===== config.mk =====
export PLATFORM = sky130hd
export DESIGN_NAME = nak_watchdog
export DESIGN_NICKNAME = d
export VERILOG_FILES = /design/src/rtl/nak_wd_pkg.sv /design/src/rtl/nak_wd_regs.sv /design/src/rtl/nak_wd_counter.sv /design/src/rtl/nak_watchdog.sv
export SDC_FILE = /design/constraint.sdc
export NUM_CORES = 1
export LEC_CHECK = 0
export BUFFER_PORTS_ARGS = -buffer_cell sky130_fd_sc_hd__buf_4
export CAP_MARGIN = 25
export CORE_AREA = 3 3 75 77
export CTS_CLUSTER_SIZE = 8
export DETAILED_ROUTE_END_ITERATION = 8
export DIE_AREA = 0 0 78 80
export GPL_TIMING_DRIVEN = 0
export PLACE_DENSITY = 0.78
export SLEW_MARGIN = 20
export SYNTH_ARGS = -nofsm -noshare
export SYNTH_HDL_FRONTEND = slang
export SYNTH_SLANG_ARGS = --single-unit
export TNS_END_PERCENT = 5

===== constraint.sdc =====
create_clock -name clk -period 2 [get_ports clk]
set_clock_uncertainty 0.2 [all_clocks]
set_input_delay 0.2 -clock clk [delete_from_list [all_inputs] [get_ports clk]]
set_output_delay 0.2 -clock clk [all_outputs]
set_load 0.02 [all_outputs]

===== src/rtl/nak_wd_pkg.sv =====
package nak_wd_pkg;
    localparam int DATA_W  = 16;
    localparam int LIMIT_W = 8;
    localparam int MAP_W   = 32;
    localparam logic [LIMIT_W-1:0] LIMIT_RST = 8'd1;

    typedef enum logic {
        SEL_LIMIT  = 1'b0,
        SEL_STATUS = 1'b1
    } reg_sel_e;

    localparam int FLAG_BIT = 0;
endpackage


===== src/rtl/nak_wd_regs.sv =====
module nak_wd_regs
    import nak_wd_pkg::*;
#(
    parameter int DW = DATA_W,
    parameter int LW = LIMIT_W
) (
    input  logic          clk,
    input  logic          rst_n,
    input  logic          wr_en,
    input  logic          addr,
    input  logic [DW-1:0] wr_data,
    input  logic          fire,
    output logic [DW-1:0] rd_data,
    output logic [LW-1:0] limit,
    output logic          limit_wr,
    output logic          flag
);
    typedef struct packed {
        logic [LW-1:0] limit;
        logic          flag;
    } regs_t;

    regs_t st_d, st_q;
    logic  clr;

    always_comb begin
        st_d     = st_q;
        limit_wr = wr_en && (reg_sel_e'(addr) == SEL_LIMIT);
        clr      = wr_en && (reg_sel_e'(addr) == SEL_STATUS) && wr_data[FLAG_BIT];
        if (limit_wr)
            st_d.limit = wr_data[LW-1:0];
        if (fire)
            st_d.flag = 1'b1;
        else if (clr)
            st_d.flag = 1'b0;
    end

    always_ff @(posedge clk) begin
        if (!rst_n) begin
            st_q.limit <= LW'(LIMIT_RST);
            st_q.flag  <= 1'b0;
        end else begin
            st_q <= st_d;
        end
    end

    always_comb begin
        rd_data = '0;
        if (reg_sel_e'(addr) == SEL_LIMIT)
            rd_data[LW-1:0] = st_q.limit;
        else
            rd_data[FLAG_BIT] = st_q.flag;
    end

    assign limit = st_q.limit;
    assign flag  = st_q.flag;
endmodule


===== src/rtl/nak_wd_counter.sv =====
module nak_wd_counter
    import nak_wd_pkg::*;
#(
    parameter int LW = LIMIT_W,
    parameter int MW = MAP_W
) (
    input  logic          clk,
    input  logic          rst_n,
    input  logic          tick,
    input  logic          active,
    input  logic [MW-1:0] done_map,
    input  logic [LW-1:0] limit,
    input  logic          limit_wr,
    output logic [LW-1:0] count,
    output logic          fire
);
    typedef struct packed {
        logic [LW-1:0] cnt;
        logic [MW-1:0] map;
    } cnt_t;

    cnt_t st_d, st_q;
    logic restart;
    logic qual;

    always_comb begin
        st_d     = st_q;
        st_d.map = done_map;
        restart  = limit_wr || (|(done_map & ~st_q.map));
        qual     = tick && active && (done_map == '0) &&
                   (limit != '0) && (st_q.cnt != limit);
        fire     = 1'b0;
        if (restart) begin
            st_d.cnt = '0;
        end else if (qual) begin
            st_d.cnt = st_q.cnt + 1'b1;
            fire     = (st_q.cnt + 1'b1) == limit;
        end
    end

    always_ff @(posedge clk) begin
        if (!rst_n)
            st_q <= '0;
        else
            st_q <= st_d;
    end

    assign count = st_q.cnt;
endmodule


===== src/rtl/nak_watchdog.sv =====
module nak_watchdog
    import nak_wd_pkg::*;
#(
    parameter int DW = DATA_W,
    parameter int LW = LIMIT_W,
    parameter int MW = MAP_W
) (
    input  logic          clk,
    input  logic          rst_n,
    input  logic          wr_en,
    input  logic          addr,
    input  logic [DW-1:0] wr_data,
    output logic [DW-1:0] rd_data,
    input  logic          tick_1ms,
    input  logic [MW-1:0] done_map,
    input  logic          xfer_active,
    output logic          irq
);
    logic [LW-1:0] limit_w;
    logic [LW-1:0] count_w;
    logic          limit_wr_w;
    logic          fire_w;
    logic          flag_w;

    nak_wd_regs #(.DW(DW), .LW(LW)) u_regs (
        .clk     (clk),
        .rst_n   (rst_n),
        .wr_en   (wr_en),
        .addr    (addr),
        .wr_data (wr_data),
        .fire    (fire_w),
        .rd_data (rd_data),
        .limit   (limit_w),
        .limit_wr(limit_wr_w),
        .flag    (flag_w)
    );

    nak_wd_counter #(.LW(LW), .MW(MW)) u_cnt (
        .clk     (clk),
        .rst_n   (rst_n),
        .tick    (tick_1ms),
        .active  (xfer_active),
        .done_map(done_map),
        .limit   (limit_w),
        .limit_wr(limit_wr_w),
        .count   (count_w),
        .fire    (fire_w)
    );

    assign irq = flag_w;
endmodule


Word-level counts from Yosys, hierarchy flattened:

Cells that the tools add are included.

* register bits: 49
* latch bits: 0
* memory bits (writable): 0
* bits in read-only memories: 0
* input bits: 54
* output and inout port bits: 17
* logic and storage cells: 30
* memories: 0

* $add $sub $neg: 1
* $mul: 0
* div/mod/pow operators: 0
* $lt $le $gt $ge: 0
* equality and inequality tests: 2
* shifts and indexed selects: 0
* mux-type cells: 6
* bitwise operators: 4
* reduce and logical (&&, ||, !) cells: 13

Operators with widths (number)
* AND 32 bit: 1
* zero test 32 bit: 1
* inverter 32 bit: 1
* OR reduction 32 bit: 1
* adder 8 x 1 -> 8 bit (second input constant): 1
* == test 8 bit: 1
* inequality test 8 bit: 1
* nonzero test 8 bit: 1
* logical AND 1 bit: 7
* 2-to-1 mux 7 bit: 1
* 2-to-1 mux 1 bit: 5
* inverter 1 bit: 2
* nonzero test 2 bit: 1
* OR reduction 2 bit: 1
* logical OR 1 bit: 1

Logic depth before layout (Yosys ltp):

Gate-level depths: netlist of the first run.

* depth after elaboration: 7
* mapped depth: 7
* gate-level depth less buffers: 6

By module:

From an unflattened synthesis of the first run, not the netlist that was laid out.

* cell total of the unflattened synthesis: 280
* area, all modules: 2402.3 sq um

By module, submodules not included
* nak_wd_counter: times used 1, cells an instance 222, area each 1905.6 sq um, seq. area each 800.8 sq um
* nak_wd_regs: times used 1, cells an instance 58, area each 496.7 sq um, seq. area each 180.2 sq um

Least setup slack after synthesis of the first run:

No wires, ideal clock.

* path kind: flip-flop to flip-flop
* start: reg u_cnt.st_q (netlist bit u_cnt.count[2])
* end: reg u_cnt.st_q (netlist bit u_cnt.count[6])
* setup time: 0.076 ns
* arrival: 1.670 ns
* required time: 1.724 ns
* path slack: 0.055 ns
* stages on the path, launching flop included: 8
* buffers on the path: 2
* period minus slack after synthesis: 1.945 ns
* path through: dfxtp_1 buf_2 xor2_1 nor4_1 a2111o_1 buf_6 or3_1 a21oi_1

* cells in the longest elaborated chain, start to end: 2
* elaborated cells between the ends (all ways): 3
* those cells by class: add/sub: 1; eq/ne: 1; reduce/logical: 1

RTL lines
* from (decl): RTL line nak_wd_counter.sv:22 `cnt_t st_d, st_q;`
* from (signal assigned): RTL line nak_wd_counter.sv:45 `st_q <= st_d;`
* parallel branches: the longest is 2 deep, another holds adder 8 x 1 -> 8 bit

Parallel ways; which one is timed is not known.
A chain may end at the register's enable or synchronous reset.

Worst setup path after layout of the first run:

Ends and elaborated chain as after synthesis.

==> impl_metrics.ini, run 1 <==
[floorplan]
die_area_um2 = 6240
dieHeight_um = 80
initial_core_util = 0.453
rows = 26
core_um2 = 5070
ios = 71
die_w_um = 78

[power_and_ir_drop]
ir_drop_uv = 463
p_per_area_nw_per_um2 = 579
internal_power_mw = 1.58
p_clk_frac = 0.339
combPwrFrac = 0.164
total_power_mw = 2.08
p_sw_mw = 0.496
sw_frac_of_total = 0.238
p_leak_nw = 1.57
seqPwrFrac = 0.497

[critical_path]
r2r_setup_slack_ns = -0.20
r2r_end = u_cnt.count[6]
crit_top_cell = buf_6
reg2reg_depth = 8
worstSetupPathType = register to register
critPathSlowestCell = a2111o_1
crit_path_start_kind = register
critical_path.top_delay_family = compound AO/OA/AOI/OAI gates
cp.required_ns = 2.03
end_kind = register
cp.arrival_ns = 2.23
reg2reg_from = u_cnt.count[2]
path_buf_inv = 3
crit_chain = buf_6 > xor2_1 > nor4_1 > a2111o_1 > buf_6 > buf_12 > or3_1 > a21oi_1
cpPeakStageDelay_ns = 0.49
critPathMaxFanout = 4

[final_layout]
nets = 448
drive_gt1_frac = 0.312
final_util = 0.708
area_delta_synth_final_pct = 56.5
insertedDiodeCount = 0

[drt]
wl_per_cell_um = 15.0
num_vias = 2356
drc = 0
wirelength_um = 6960
drt_iter0_markers = 218
vias_per_cell = 5.08
first_pass_iters = 4
final_antenna_net_count = 0

[synthesis]
synth_area_um2 = 2300
post_synth.cell_area_avg_um2 = 8.54
synth_edf_count = 0
syn_inst = 269
synth.distinct_cells = 41
synth_seq_area_share = 0.427
synth-seq-cells = 49
synthFlopType = dfxtp_1
ys.warnings.count = 0
async_reset_ff_frac = 0

[sta]
rsz0062_at_grt = true
clock.fmax_mhz = 454
hold_violations = 0
setup_ws_ns = -0.202
maxSlewViolCount = 0
period_share = 1.10
setup_viol = 9
timing.hold.ws_ns = 0.0827
fin_crit_ns = 2.20

[global_route]
antenna_found_initial = 0
grt_pass1_vias = 2279
grt_first_pass_wirelength_um = 10800
grt_usage = 0.217
grt_max_degree = 16
grt.overflow.total = 0

[clock_network]
clk_pin_slew_worst_paths_ns = 0.09
numCtsBuffers = 5
cts_buffer_depth = 2
h-tree-depth = 2
cts_root_buf = clkbuf_8
insertion_delay_ns = 0.30
cts_tree = yes
clock_sinks = 49

[run_status]
status = complete, but fails checks
violations = negative setup slack

[min_path]
min-delay-start = wr_en
holdPathStages = 4
hold_class = input pin to register
min_to = u_regs.flag

[place]
place.gp.congestion = 0.841
port_buffers = 54
dpl.hpwl_um = 4100

[job]
drv_cap = 0
==> worst min-delay path: stages <==
cell     delay, ns
buf_4         0.11
nand3_1       0.08
nand3_1       0.09
o41ai_2       0.06
==> worst max-delay path by stage <==
stage                          from             end  slack [ns]  cells past startpoint
floorplan            u_cnt.count[2]  u_cnt.count[6]        0.05                      7
global placement       done_map[25]  u_cnt.count[6]       -0.22                      7
global route         u_cnt.count[2]  u_cnt.count[6]       -0.23                      8
detailed placement     done_map[25]  u_cnt.count[6]       -0.26                      7
finish               u_cnt.count[2]  u_cnt.count[6]       -0.20                      8
CTS                 u_regs.limit[4]  u_cnt.count[6]        -0.1                      6
==> synthesized netlist by cell type (2+ instances only) <==
| library cell | count | area share |
|---|---|---|
| nand4_1 | 4 | 0.011 |
| xnor2_1 | 4 | 0.015 |
| o2111ai_1 | 2 | 0.0076 |
| o22ai_1 | 11 | 0.030 |
| xor2_1 | 8 | 0.031 |
| nor3_1 | 2 | 0.0044 |
| nand3_1 | 7 | 0.015 |
| buf_2 | 3 | 0.0065 |
| nor4b_1 | 2 | 0.0076 |
| a21boi_0 | 7 | 0.023 |
| o21ai_0 | 10 | 0.022 |
| or3_1 | 5 | 0.014 |
| nand2b_1 | 7 | 0.019 |
| nor4_1 | 11 | 0.030 |
| nor2_1 | 5 | 0.0082 |
| nand2_1 | 18 | 0.029 |
| or4_1 | 2 | 0.0065 |
| or2_2 | 3 | 0.0082 |
| nor2b_1 | 8 | 0.022 |
| and2_1 | 33 | 0.090 |
| a21oi_1 | 6 | 0.013 |
| dfxtp_1 | 49 | 0.43 |
| nor3b_1 | 2 | 0.0065 |
| inv_1 | 29 | 0.047 |
| buf_4 | 8 | 0.026 |
| clkbuf_1 | 6 | 0.0098 |
| mux2_2 | 2 | 0.0098 |
| or3_2 | 2 | 0.0065 |
==> placed cells by master (no fill, tap or decap), types with 11 or more instances in the layout <==
cell type	n
buf_4	76
inv_1	29
nor4_1	11
and2_1	33
dlygate4sd3_1	41
dfxtp_1	33
o22ai_1	11
nand2_1	18
==> layout make-up <==
class	count	area, um2
Inverter	29	109
Fill cell	377	1480
Timing Repair Buffer	111	952
Buffer	17	110
Clock buffer	6	72.6
Multi-Input combinational cell	180	1200
Sequential cell	49	1020
Tap cell	70	87.6
Clock inverter	2	38.8
==> sequential cells by signal, indices dropped and copies added, names as in the netlist <==
register and flops:
u_regs.limit 8, u_cnt.count 8, u_regs.flag 1, u_cnt.st_q 32
==> power groups by stage <==
stage               clock network [mW]  registers, mW  logic (mW)
finish                           0.704           1.03       0.342
global route                     0.756           1.04       0.373
CTS                              0.703           1.03       0.331
detailed placement                   0           1.06       0.260
global placement                     0           1.06       0.255
floorplan                            0           1.05       0.140
==> per-stage QoR <==
stage	setup TNS (ns)	setup slack, ns	instance area [um2]	instances
floorplan	0	0.0546	2320	276
global placement	-1.19	-0.224	2820	400
detailed placement	-1.42	-0.255	2820	400
CTS	-0.556	-0.0954	3440	454
global route	-1.65	-0.231	3590	464
finish	-1.07	-0.202	3590	464
==> cells by family after synthesis <==
| family | Yosys count | share of synthesized area |
|---|---|---|
| buf+inv | 47 | 0.0948 |
| other cells | 1 | 0.00163 |
| xor+xnor | 13 | 0.0528 |
| flops | 49 | 0.427 |
| mux | 3 | 0.0142 |
| compound gates | 42 | 0.118 |
| fa+ha+maj | 1 | 0.00545 |
| simple gates | 113 | 0.286 |
==> what timing repair did <==
action,4_1_cts,5_1_grt
hold buffers,41,0
setup endpoints to repair,9,9
endpoints found under the hold margin,40,0
setup buffers,4,12
pin swaps,4,12
gates resized for setup,22,23
cloned,1,0
==> per-layer routing <==
metal | part of all wire | vias up | track usage | wire, um
li1 | - | 1137 | - | -
met1 | 0.43 | 1087 | 0.277 | 2970
met2 | 0.48 | 106 | 0.375 | 3360
met3 | 0.060 | 26 | 0.0350 | 416
met4 | 0.030 | 0 | 0.0664 | 212
met5 | 0 | - | 0 | 0
(Power assumes the default switching activity.)
==> run 2: changes to the inputs <==
--- a/config.mk
+++ b/config.mk
@@ -12,6 +12,7 @@
 export DETAILED_ROUTE_END_ITERATION = 8
 export DIE_AREA = 0 0 78 80
 export GPL_TIMING_DRIVEN = 0
+export HOLD_SLACK_MARGIN = 0.12
 export PLACE_DENSITY = 0.78
 export SLEW_MARGIN = 20
 export SYNTH_ARGS = -nofsm -noshare
==> impl_metrics.ini, run 2 (synthesized netlist as in run 1, its figures left out) <==
[critical_path]
critPathMaxFanout = 4
path_buf_inv = 3
critPathSlowestCell = a2111o_1
cpPeakStageDelay_ns = 0.49
critical_path.top_delay_family = compound AO/OA/AOI/OAI gates
worstSetupPathType = register to register
crit_path_start_kind = register
crit_top_cell = buf_6
cp.arrival_ns = 2.24
end_kind = register
cp.required_ns = 2.03
crit_chain = buf_6 > xor2_1 > nor4_1 > a2111o_1 > buf_6 > buf_12 > or3_1 > a21oi_1

[place]
place_inst = 400
place.gp.congestion = 0.841
dpl.hpwl_um = 4100
port_buffers = 54
post_dp_cell_area_um2 = 2820

[drt]
vias_per_cell = 5.10
drc = 0
wirelength_um = 7000
drt_iter0_markers = 210
final_antenna_net_count = 0
first_pass_iters = 4
num_vias = 2370
wl_per_cell_um = 15.1

[global_route]
antenna_found_initial = 0
grt.overflow.total = 0
grt_max_degree = 16
grt_pass1_vias = 2298
grt_first_pass_wirelength_um = 10800
grt_usage = 0.219

[power_and_ir_drop]
p_per_area_nw_per_um2 = 578
ir_drop_uv = 463
p_leak_nw = 1.58

[sta]
setup_ws_ns = -0.205
fin_crit_ns = 2.21
clock.fmax_mhz = 453
rsz0062_at_grt = true
hold_violations = 0
timing.hold.ws_ns = 0.174
maxSlewViolCount = 0
setup_viol = 9
period_share = 1.10

[floorplan]
dieHeight_um = 80
ios = 71
rows = 26
core_um2 = 5070
die_w_um = 78
initial_core_util = 0.453
die_area_um2 = 6240

[clock_network]
cts_tree = yes
numCtsBuffers = 5
cts_buffer_depth = 2
clk_pin_slew_worst_paths_ns = 0.09
h-tree-depth = 2
clock_sinks = 49
cts_root_buf = clkbuf_8
insertion_delay_ns = 0.30

[final_layout]
insertedDiodeCount = 0
fin_cells = 465
mostFrequentLayoutCells = buf_4, dlygate4sd3_1, and2_1, dfxtp_1, inv_1
drive_gt1_frac = 0.311
final_common_cell = buf_4
nets = 449
largest_reg_flops = 32
area_delta_synth_final_pct = 56.9
final_area_um2 = 3600
top_register = u_cnt.st_q

[run_status]
status = complete, but fails checks
violations = negative setup slack

[min_path]
hold_class = input pin to register

[job]
drv_cap = 0
run 2: cell types whose count changed in the layout (fill, tap and decap cells not counted):
cell,before,now
dlygate4sd3_1,41,42
run 2: cell type report:
class	instances	area (um2)
buffer	17	110
tap	70	87.6
clock buffer	6	72.6
fill	376	1470
multi-input combinational	180	1200
sequential	49	1020
timing repair buffer	112	962
clock inverter	2	38.8
inverter	29	109
run 2: worst reg2reg max path: stages (launching register included):
cell      delay, ns
dfxtp_2        0.33
buf_6          0.10
xor2_1         0.18
nor4_1         0.08
a2111o_1       0.49
buf_6          0.16
buf_12         0.12
or3_1          0.35
a21oi_1        0.14
run 2: path summary, 6_finish.rpt:
check	startpoint	end	cells after the start	slack, ns
worst min register to register	u_regs.limit[5]	u_regs.limit[5]	2	0.31
worst min-delay path	wr_en	u_regs.limit[6]	5	0.17
worst max-delay path	u_cnt.count[2]	u_cnt.count[6]	8	-0.21
worst max register to register	u_cnt.count[2]	u_cnt.count[6]	8	-0.21
run 2: stage by stage:
step	utilization	setup slack [ns]	TNS, ns	power [mW]
floorplan	-	0.0546	0	1.19
global placement	0.555	-0.224	-1.19	1.31
detailed placement	0.555	-0.255	-1.42	1.32
CTS	0.679	-0.0954	-0.556	2.07
global route	0.710	-0.231	-1.66	2.17
finish	0.710	-0.205	-1.07	2.08
run 2: what timing repair did:
action,CTS,global route
resized for setup,22,23
hold buffers,42,0
pin swaps,4,12
cloned,1,0
setup endpoints to repair,9,9
buffers inserted,4,12
endpoints found under the hold margin,41,0
run 2: where the power goes:
group	leakage, nW	switching (mW)	internal [mW]
combinational	1.11	0.144	0.200
sequential	0.414	0.0241	1.01
clock	0.0554	0.330	0.376
run 2: metal layers:
| metal | share of wire | wire length (um) | vias to the layer above | GRT usage |
|---|---|---|---|---|
| met5 | 0 | 0 | - | 0 |
| met4 | 0.031 | 219 | 0 | 0.0699 |
| met2 | 0.48 | 3400 | 107 | 0.378 |
| li1 | - | - | 1134 | - |
| met3 | 0.059 | 416 | 30 | 0.0384 |
| met1 | 0.42 | 2970 | 1099 | 0.276 |
